`config.mk`:
```
export PLATFORM = sky130hd
export DESIGN_NAME = banked_regfile
export DESIGN_NICKNAME = d
export VERILOG_FILES = /design/src/rtl/banked_rf_pkg.sv /design/src/rtl/bank_decode.sv /design/src/rtl/phys_store.sv /design/src/rtl/sts_bank.sv /design/src/rtl/banked_regfile.sv
export SDC_FILE = /design/constraint.sdc
export NUM_CORES = 2
export LEC_CHECK = 0
export BUFFER_PORTS_ARGS = -buffer_cell sky130_fd_sc_hd__buf_2
export CAP_MARGIN = 40
export CELL_PAD_IN_SITES_DETAIL_PLACEMENT = 0
export CELL_PAD_IN_SITES_GLOBAL_PLACEMENT = 1
export CORE_MARGIN = 5
export CORE_UTILIZATION = 56
export CTS_CLUSTER_SIZE = 10
export DETAILED_ROUTE_END_ITERATION = 7
export PLACE_DENSITY = 0.91
export REMOVE_ABC_BUFFERS = 1
export SETUP_SLACK_MARGIN = 0.15
export SLEW_MARGIN = 20
export SYNTH_ARGS = -nofsm -noshare
export SYNTH_HDL_FRONTEND = slang
export SYNTH_SLANG_ARGS = --single-unit
export TNS_END_PERCENT = 5
```
`constraint.sdc`:
```
create_clock -name clk_i -period 9.4 [get_ports clk_i]
set_input_delay 0.94 -clock clk_i [delete_from_list [all_inputs] [get_ports clk_i]]
set_output_delay 0.94 -clock clk_i [all_outputs]
set_load 0.05 [all_outputs]
```
`src/rtl/banked_rf_pkg.sv`:
```
package banked_rf_pkg;
  localparam int DATA_W    = 32;
  localparam int LOG_W     = 4;
  localparam int MODE_W    = 5;
  localparam int NUM_PHYS  = 31;
  localparam int PHYS_W    = $clog2(NUM_PHYS);
  localparam int NUM_SAVED = 5;
  localparam int FIQ_BASE  = 16;
  localparam int EXC_BASE  = FIQ_BASE + 7;

  localparam logic [MODE_W-1:0] MODE_USR = 5'b10000;
  localparam logic [MODE_W-1:0] MODE_FIQ = 5'b10001;
  localparam logic [MODE_W-1:0] MODE_IRQ = 5'b10010;
  localparam logic [MODE_W-1:0] MODE_SVC = 5'b10011;
  localparam logic [MODE_W-1:0] MODE_ABT = 5'b10111;
  localparam logic [MODE_W-1:0] MODE_UND = 5'b11011;
  localparam logic [MODE_W-1:0] MODE_SYS = 5'b11111;

  typedef enum logic [2:0] {
    BANK_USR = 3'd0,
    BANK_FIQ = 3'd1,
    BANK_SVC = 3'd2,
    BANK_ABT = 3'd3,
    BANK_IRQ = 3'd4,
    BANK_UND = 3'd5
  } bank_e;

  // logical register + bank -> physical slot
  // 0..15 user set, 16..22 fiq r8..r14, 23.. pairs of r13/r14 per other exception bank
  function automatic logic [PHYS_W-1:0] map_phys(bank_e bank, logic [LOG_W-1:0] addr);
    logic [PHYS_W-1:0] idx;
    idx = PHYS_W'(addr);
    if (bank == BANK_FIQ && addr >= 4'd8 && addr <= 4'd14)
      idx = PHYS_W'(FIQ_BASE + int'(addr) - 8);
    else if (bank != BANK_USR && bank != BANK_FIQ && addr >= 4'd13 && addr <= 4'd14)
      idx = PHYS_W'(EXC_BASE + 2 * (int'(bank) - int'(BANK_SVC)) + int'(addr) - 13);
    return idx;
  endfunction
endpackage

```
`src/rtl/bank_decode.sv`:
```
module bank_decode
  import banked_rf_pkg::*;
(
  input  logic [MODE_W-1:0] mode_i,
  output bank_e             bank_o
);
  always_comb begin
    unique case (mode_i)
      MODE_FIQ: bank_o = BANK_FIQ;
      MODE_SVC: bank_o = BANK_SVC;
      MODE_ABT: bank_o = BANK_ABT;
      MODE_IRQ: bank_o = BANK_IRQ;
      MODE_UND: bank_o = BANK_UND;
      default:  bank_o = BANK_USR; // user, system, unknown
    endcase
  end
endmodule

```
`src/rtl/phys_store.sv`:
```
module phys_store #(
  parameter int DATA_W   = 32,
  parameter int NUM_PHYS = 31,
  parameter int PHYS_W   = $clog2(NUM_PHYS)
) (
  input  logic              clk_i,
  input  logic              rst_ni,
  input  logic              we_i,
  input  logic [PHYS_W-1:0] widx_i,
  input  logic [DATA_W-1:0] wdata_i,
  input  logic [PHYS_W-1:0] ridx_a_i,
  output logic [DATA_W-1:0] rdata_a_o,
  input  logic [PHYS_W-1:0] ridx_b_i,
  output logic [DATA_W-1:0] rdata_b_o
);
  logic [DATA_W-1:0] regs [NUM_PHYS];

  for (genvar g = 0; g < NUM_PHYS; g++) begin : g_reg
    logic [DATA_W-1:0] q;
    always_ff @(posedge clk_i or negedge rst_ni) begin
      if (!rst_ni)                                q <= '0;
      else if (we_i && widx_i == PHYS_W'(g))      q <= wdata_i;
    end
    assign regs[g] = q;
  end

  always_comb begin
    rdata_a_o = (int'(ridx_a_i) < NUM_PHYS) ? regs[ridx_a_i] : '0;
    rdata_b_o = (int'(ridx_b_i) < NUM_PHYS) ? regs[ridx_b_i] : '0;
  end
endmodule

```
`src/rtl/sts_bank.sv`:
```
module sts_bank
  import banked_rf_pkg::*;
#(
  parameter int DW    = 32,
  parameter int NSAVE = 5
) (
  input  logic          clk_i,
  input  logic          rst_ni,
  input  bank_e         bank_i,
  input  logic          we_i,
  input  logic [DW-1:0] wdata_i,
  input  logic [DW-1:0] cur_sts_i,
  output logic [DW-1:0] rdata_o
);
  logic [DW-1:0] saved [NSAVE];
  logic [2:0]    sel;

  for (genvar g = 0; g < NSAVE; g++) begin : g_sts
    logic [DW-1:0] q;
    always_ff @(posedge clk_i or negedge rst_ni) begin
      if (!rst_ni)                                   q <= '0;
      else if (we_i && bank_i == bank_e'(3'(g + 1))) q <= wdata_i;
    end
    assign saved[g] = q;
  end

  assign sel = 3'(bank_i) - 3'd1;

  always_comb begin
    if (bank_i == BANK_USR || int'(sel) >= NSAVE) rdata_o = cur_sts_i;
    else                                          rdata_o = saved[sel];
  end
endmodule

```
`src/rtl/banked_regfile.sv`:
```
module banked_regfile
  import banked_rf_pkg::*;
(
  input  logic              clk_i,
  input  logic              rst_ni,
  input  logic [MODE_W-1:0] mode_i,
  input  logic [LOG_W-1:0]  rd_a_addr_i,
  output logic [DATA_W-1:0] rd_a_data_o,
  input  logic [LOG_W-1:0]  rd_b_addr_i,
  output logic [DATA_W-1:0] rd_b_data_o,
  input  logic              wr_en_i,
  input  logic [LOG_W-1:0]  wr_addr_i,
  input  logic [DATA_W-1:0] wr_data_i,
  input  logic [DATA_W-1:0] cur_sts_i,
  input  logic              sts_wr_en_i,
  input  logic [DATA_W-1:0] sts_wr_data_i,
  output logic [DATA_W-1:0] sts_rd_data_o
);
  bank_e             bank;
  logic [PHYS_W-1:0] ridx_a, ridx_b, widx;

  bank_decode u_dec (
    .mode_i (mode_i),
    .bank_o (bank)
  );

  assign ridx_a = map_phys(bank, rd_a_addr_i);
  assign ridx_b = map_phys(bank, rd_b_addr_i);
  assign widx   = map_phys(bank, wr_addr_i);

  phys_store #(
    .DATA_W   (DATA_W),
    .NUM_PHYS (NUM_PHYS),
    .PHYS_W   (PHYS_W)
  ) u_store (
    .clk_i     (clk_i),
    .rst_ni    (rst_ni),
    .we_i      (wr_en_i),
    .widx_i    (widx),
    .wdata_i   (wr_data_i),
    .ridx_a_i  (ridx_a),
    .rdata_a_o (rd_a_data_o),
    .ridx_b_i  (ridx_b),
    .rdata_b_o (rd_b_data_o)
  );

  sts_bank #(
    .DW    (DATA_W),
    .NSAVE (NUM_SAVED)
  ) u_sts (
    .clk_i     (clk_i),
    .rst_ni    (rst_ni),
    .bank_i    (bank),
    .we_i      (sts_wr_en_i),
    .wdata_i   (sts_wr_data_i),
    .cur_sts_i (cur_sts_i),
    .rdata_o   (sts_rd_data_o)
  );
endmodule

```
Word level (Yosys, flattened, before mapping)
Cells that the tools add are included.

word-level totals
  register bits = 1152
  input bits = 117
  logic and storage cells = 182

cells by class
  $add $sub $neg = 15
  $lt $le $gt $ge = 15
  equality and inequality tests = 41
  muxes and demuxes = 19
  bitwise operators = 3
  reduce and logical (&&, ||, !) cells = 53

operators with widths
  cell                   number
  $bmux W32 S5           2
  $mux W32               9
  $eq A5 B5 Y1 const B   20
  $bmux W32 S3           1
  $logic_and A1 B1 Y1    49
  $eq A5 B4 Y1 const B   8
  $mux W5                6
  $ge A4 B4 Y1 const B   7
  $eq A5 B3 Y1 const B   4
  $add A5 B4 Y5 const A  3
  $add A5 B5 Y5          3
  $pmux W3 S5            1
  $sub A5 B4 Y5 const B  3
  $sub A5 B5 Y5 const B  3
  $ge A6 B6 Y1 const B   2
  $le A4 B4 Y1 const B   3
  $not A5 Y6             2
  $eq A5 B2 Y1 const B   2
  $lt A5 B5 Y1 const B   2
  $eq A3 B2 Y1 const B   2
  $eq A3 B3 Y1 const B   2
  $add A5 B5 Y5 const A  1
  $eq A5 B1 Y1 const B   1
  $logic_not A5 Y1       1
  other kinds (9)        9

Logic depth before layout (Yosys ltp)
  depth in word-level cells = 13
  depth in mapped cells = 20
  mapped depth without buffers = 17

Cells and area by module
Synthesis repeated with hierarchy kept, for this count alone.

second synthesis, totals
  cells, all modules = 4479
  area, all modules = 62263.5 um^2

modules (own cells, without submodules)
  module          instances  cells each  area each (um^2)  sequential area each (um^2)
  phys_store      1          3886        54094.4           24823.8
  sts_bank        1          503         7433.4            4003.8
  banked_regfile  1          82          680.7             0.0
  bank_decode     1          8           55.1              0.0

Worst setup path before layout
Ideal clock, no wire load.

  path kind = input -> output
  start point = in mode_i[2]
  end point = out rd_a_data_o[30]
  arrival = 6.527 ns
  required time = 8.460 ns
  setup slack = 1.933 ns
  stages on the path = 17
  cell sequence = xor2_1 > o22ai_2 > inv_2 > buf_2 > buf_1 > ha_1 > xor2_1 > ha_1 > inv_1 > fa_1 > nand2_1 > o311ai_0 > clkbuf_1 > buf_2 > buf_1 > o21ai_0 > o311ai_0

on the way
  cells in the longest elaborated chain, start to end = 13
  elaborated cells on any way between the ends = 26
  those cells by class = add/sub (4); order compare (1); eq/ne (7); mux (7); bitwise (1); reduce/logical (6)

RTL lines
  item                                                                       line                                      RTL
  start, declared                                                            banked_regfile.sv:6                       input logic [MODE_W-1:0] mode_i,
  $eq A5 B5 Y1                                                               bank_decode.sv:8                          unique case (mode_i)
  $pmux W3 S5 *                                                              bank_decode.sv:8
  $sub A3 B2 Y4 (tied with other cells)                                      banked_rf_pkg.sv:36                       idx = PHYS_W'(EXC_BASE + 2 * (int'(bank) - int'(BANK_SVC)) + int'(addr) - 13);
  $add A5 B5 Y5 / $logic_and A1 B1 Y1 (equally long branches) (2 in series)  banked_rf_pkg.sv:36, banked_rf_pkg.sv:35
  $sub A5 B5 Y5 / $logic_and A1 B1 Y1 (equally long branches)                banked_rf_pkg.sv:36, banked_rf_pkg.sv:35
  $mux W5                                                                    banked_rf_pkg.sv:35                       else if (bank != BANK_USR && bank != BANK_FIQ && addr >= 4'd13 && addr <= 4'd14)
  $mux W5 *                                                                  banked_rf_pkg.sv:33                       if (bank == BANK_FIQ && addr >= 4'd8 && addr <= 4'd14)
  $not A5 Y6 (not written as such)                                           phys_store.sv:28                          rdata_a_o = (int'(ridx_a_i) < NUM_PHYS) ? regs[ridx_a_i] : '0;
  $bmux W32 S5                                                               phys_store.sv:28
  $mux W32 (not written as such) (2 in series)                               phys_store.sv:28
  $mux W32 *                                                                 phys_store.sv:28
  end, declared                                                              banked_regfile.sv:8                       output logic [DATA_W-1:0] rd_a_data_o,

Mark *: on every way between the ends. The rest lies on a longest branch, timed or not. The select of a mux whose other input is x is not followed.

Worst setup path after layout
  start point = in mode_i[2]
  end point = out rd_a_data_o[13]

The elaborated chain is that of the path after synthesis.

==> impl_metrics.tcl <==
set metrics [dict create \
    run_status "finished, violations left" \
    failing_checks "design-rule violations" \
    crit_path_max_fanout 19 \
    wire_per_inst_um 29.7 \
    fin_util_pct 62.6 \
    cts.root.buffer_cell "sky130_fd_sc_hd__clkbuf_16" \
    synthesis.area_per_instance_um2 12.7 \
    dpl.hpwl_um 107000 \
    clkTransAtPathRegs_ns 0.05 \
    total_leakage_power_nw 30.2 \
    start_kind "input port" \
    cts_resized 0 \
    seq_area_frac_synth_pct 46.7 \
    clock-skew-final_ns 0 \
    worst-slew-pin-transition_ns 1.09 \
    async_reset_ff_share_pct 100 \
    peakVddDrop_mv 0.237 \
    synth.yosys.warnings 0 \
    routed_wl_um 189000 \
    drt_pass1_iterations 8 \
    first_global_vias 45502 \
    layout-drive-gt1-share_pct 41.0 \
    die-area_mm2 0.117 \
    antenna_found_initial 13 \
    place.gp.congestion 0.861 \
    route.detailed.drc 2 \
    filler_free_cell_count_of_the_finished_design 6380 \
    final_nets 4996 \
    syn_inst 4861 \
    rr_worst_depth 1 \
    antenna_violating_nets_remaining 0 \
    dp.cells 6187 \
    clk-insertion-delay-late_ns 0.73 \
    grt.total_usage_pct 32.0 \
    regToRegEndpoint "u_store.g_reg[13].q[16]$_DFFE_PN0P_" \
    unrepaired_setup_endpoints_after_global_routing "false" \
    initial_utilization_pct 56.5 \
    timing.rr.start "u_store.g_reg[13].q[16]$_DFFE_PN0P_" \
    power-per-cell-area_mw_per_mm2 212 \
    timing.final.setup_violations 0 \
    critical_path.endpoint_type "output pin" \
    postSynthRegisterBits 1152 \
    synth_edf_count 0 \
    core_area_mm2 0.109 \
    area.growth.synth_to_final_pct 10.9 \
    fill_cells 8158 \
    via_count 44517 \
    htree_num_levels 4 \
    slew_headroom_pct 27.1 \
    tritoncts_num_sinks 1152 \
    tritoncts "yes" \
    fmaxAchievable_ghz 0.143 \
    place.port_buffers 212 \
    finalWorstPathRequiredPeriod_ns 7.01 \
    drtIter0Drc 5525 \
    avgViaCountPerCell 6.98 \
    timing_hold_violations_final 0 \
    cts_max_path_buffers 3 \
    crit_arrival_ns 6.07 \
    io_pins 213 \
    crit_required_ns 8.46 \
    die_w_um 342 \
    count_of_different_cell_masters_after_synthesis 74 \
    worst_hold_slack_ns 0.230 \
    post_cts_buffers 0 \
    num_rows 121 \
    ys_dominant_reg_cell "sky130_fd_sc_hd__dfrtp_1" \
    die_h_um 342 \
    hp-class "input port to async pin" \
    worstSetupPathType "input port to output pin" \
    cts_made_buffers 136 \
    cap_violations 0 \
    postCtsHoldBufs 0 \
    syn-cell-area_mm2 0.0617 \
    report.final.slew_viol_count 0 \
    grt_first_pass_wirelength_um 286000 \
    fin_crit_sh_pct 74.5 \
    worst_r2r_setup_slack_ns 8.58 \
    grt_start_max_net_pins 191 \
    grt_residual_overflow 0 \
]
-- cell type report --
cell class / count / area (um^2) / area share, %
Antenna cell: 10 / 25.0 / 0.0366
Sequential cell: 1152 / 28800 / 42.2
Tap cell: 1476 / 1850 / 2.70
Inverter: 16 / 65.1 / 0.0951
Clock inverter: 17 / 272 / 0.397
Clock buffer: 156 / 3560 / 5.21
Multi-Input combinational cell: 3212 / 31200 / 45.6
Timing Repair Buffer: 341 / 2620 / 3.84
-- where the power goes --
group	leakage, nW	total, mW	switching (mW)	internal [mW]
registers	15.0	6.49	0.653	5.84
clock network	1.87	4.77	2.05	2.73
logic	13.4	3.24	1.68	1.56
-- cells in the mapped netlist, types with 5 or more instances --
cell	number	area share, %
sky130_fd_sc_hd__buf_2	106	0.86
sky130_fd_sc_hd__a21oi_1	184	1.5
sky130_fd_sc_hd__buf_4	13	0.16
sky130_fd_sc_hd__o211ai_1	6	0.073
sky130_fd_sc_hd__o21bai_1	29	0.35
sky130_fd_sc_hd__nor2b_1	6	0.061
sky130_fd_sc_hd__nand3b_1	5	0.061
sky130_fd_sc_hd__xor2_1	7	0.099
sky130_fd_sc_hd__ha_1	17	0.34
sky130_fd_sc_hd__a32oi_1	34	0.48
sky130_fd_sc_hd__mux2i_1	299	4.9
sky130_fd_sc_hd__dfrtp_1	1152	47
sky130_fd_sc_hd__nand3_1	96	0.78
sky130_fd_sc_hd__a311oi_1	5	0.071
sky130_fd_sc_hd__a211oi_1	6	0.073
sky130_fd_sc_hd__a221oi_1	119	1.7
sky130_fd_sc_hd__a31oi_1	45	0.46
sky130_fd_sc_hd__o2111ai_1	53	0.75
sky130_fd_sc_hd__mux2_2	1157	21
sky130_fd_sc_hd__nor2_1	35	0.21
sky130_fd_sc_hd__nor3_1	9	0.073
sky130_fd_sc_hd__nand2_1	521	3.2
sky130_fd_sc_hd__buf_1	91	0.55
sky130_fd_sc_hd__a22oi_1	88	1.1
sky130_fd_sc_hd__mux4_2	278	10
sky130_fd_sc_hd__xnor2_1	6	0.085
sky130_fd_sc_hd__o21ai_0	105	0.85
sky130_fd_sc_hd__a21boi_0	28	0.34
sky130_fd_sc_hd__inv_1	13	0.079
sky130_fd_sc_hd__clkbuf_1	271	1.6
-- worst max-delay path, cell delays in order --
cell	delay (ns)
sky130_fd_sc_hd__buf_2	0.12
sky130_fd_sc_hd__nand3b_1	0.29
sky130_fd_sc_hd__or2_2	0.40
sky130_fd_sc_hd__ha_1	0.32
sky130_fd_sc_hd__xor2_1	0.18
sky130_fd_sc_hd__ha_1	0.29
sky130_fd_sc_hd__inv_1	0.05
sky130_fd_sc_hd__fa_1	0.37
sky130_fd_sc_hd__xor2_1	0.17
sky130_fd_sc_hd__a31o_2	0.21
sky130_fd_sc_hd__o22ai_1	0.33
sky130_fd_sc_hd__a32oi_1	0.14
sky130_fd_sc_hd__buf_4	0.23
sky130_fd_sc_hd__nand2_2	0.42
sky130_fd_sc_hd__buf_12	0.29
sky130_fd_sc_hd__o21bai_1	0.16
sky130_fd_sc_hd__a21boi_0	0.58
sky130_fd_sc_hd__o2111ai_1	0.27
sky130_fd_sc_hd__buf_2	0.28
-- cell families after synthesis --
logic type | Yosys count | share of synthesized area, %
AO/OA/AOI/OAI | 742 | 8.37
XOR/XNOR | 14 | 0.211
adder cells (fa/ha/maj) | 20 | 0.442
buffers and inverters | 497 | 3.32
flip-flops | 1152 | 46.7
multiplexers | 1734 | 36.1
AND/OR/NAND/NOR | 702 | 4.78
-- cell usage in the layout (no fill, tap or decap), types with 10 or more instances in the layout --
cell / count
sky130_fd_sc_hd__a21boi_0: 28
sky130_fd_sc_hd__a21oi_1: 184
sky130_fd_sc_hd__a221oi_1: 119
sky130_fd_sc_hd__a22oi_1: 88
sky130_fd_sc_hd__a31oi_1: 45
sky130_fd_sc_hd__a32oi_1: 33
sky130_fd_sc_hd__buf_12: 28
sky130_fd_sc_hd__buf_16: 10
sky130_fd_sc_hd__buf_2: 210
sky130_fd_sc_hd__buf_4: 86
sky130_fd_sc_hd__clkbuf_1: 14
sky130_fd_sc_hd__clkbuf_16: 138
sky130_fd_sc_hd__dfrtp_1: 1152
sky130_fd_sc_hd__diode_2: 10
sky130_fd_sc_hd__ha_1: 17
sky130_fd_sc_hd__inv_1: 13
sky130_fd_sc_hd__mux2_2: 1157
sky130_fd_sc_hd__mux2i_1: 299
sky130_fd_sc_hd__mux4_2: 278
sky130_fd_sc_hd__nand2_1: 502
sky130_fd_sc_hd__nand2_2: 18
sky130_fd_sc_hd__nand3_1: 96
sky130_fd_sc_hd__nor2_1: 20
sky130_fd_sc_hd__nor2_4: 15
sky130_fd_sc_hd__o2111ai_1: 53
sky130_fd_sc_hd__o21ai_0: 103
sky130_fd_sc_hd__o21bai_1: 29
-- metal layers --
metal	global-route usage [%]	up-vias	share of wire [%]
met5	0	-	0.022
met4	15.0	8	5.0
met3	8.97	597	11
met2	48.5	2732	45
met1	43.2	22937	39
li1	-	18243	-
-- registers in the layout, indices dropped and copies added, names as in the netlist --
name           cells
u_sts.g_sts.q    160
u_store.g.q      992
-- worst max-delay path by stage --
| stage | startpoint | end | slack (ns) | depth (start not counted) |
|---|---|---|---|---|
| finish | mode_i[2] | rd_a_data_o[13] | 2.39 | 19 |
| detailed placement | mode_i[2] | rd_b_data_o[14] | 2.41 | 17 |
| global route | mode_i[2] | rd_a_data_o[13] | 2.18 | 19 |
| global placement | mode_i[2] | rd_a_data_o[31] | 2.27 | 14 |
| floorplan | mode_i[2] | rd_a_data_o[30] | -9.49 | 11 |
| CTS | mode_i[2] | rd_b_data_o[14] | 2.40 | 17 |
-- through the flow --
stage                     setup TNS [ns]  area, um^2  power, mW  worst slack (ns)
after CTS                              0       68100       14.5              2.40
final                                  0       68400       14.5              2.39
after floorplan                  -308.79       59700       8.75             -9.49
after global routing                   0       68400       15.1              2.18
after global placement                 0       64000       9.56              2.27
after detailed placement               0       64300       9.73              2.41
No activity file was read; power rests on OpenSTA's default activity.
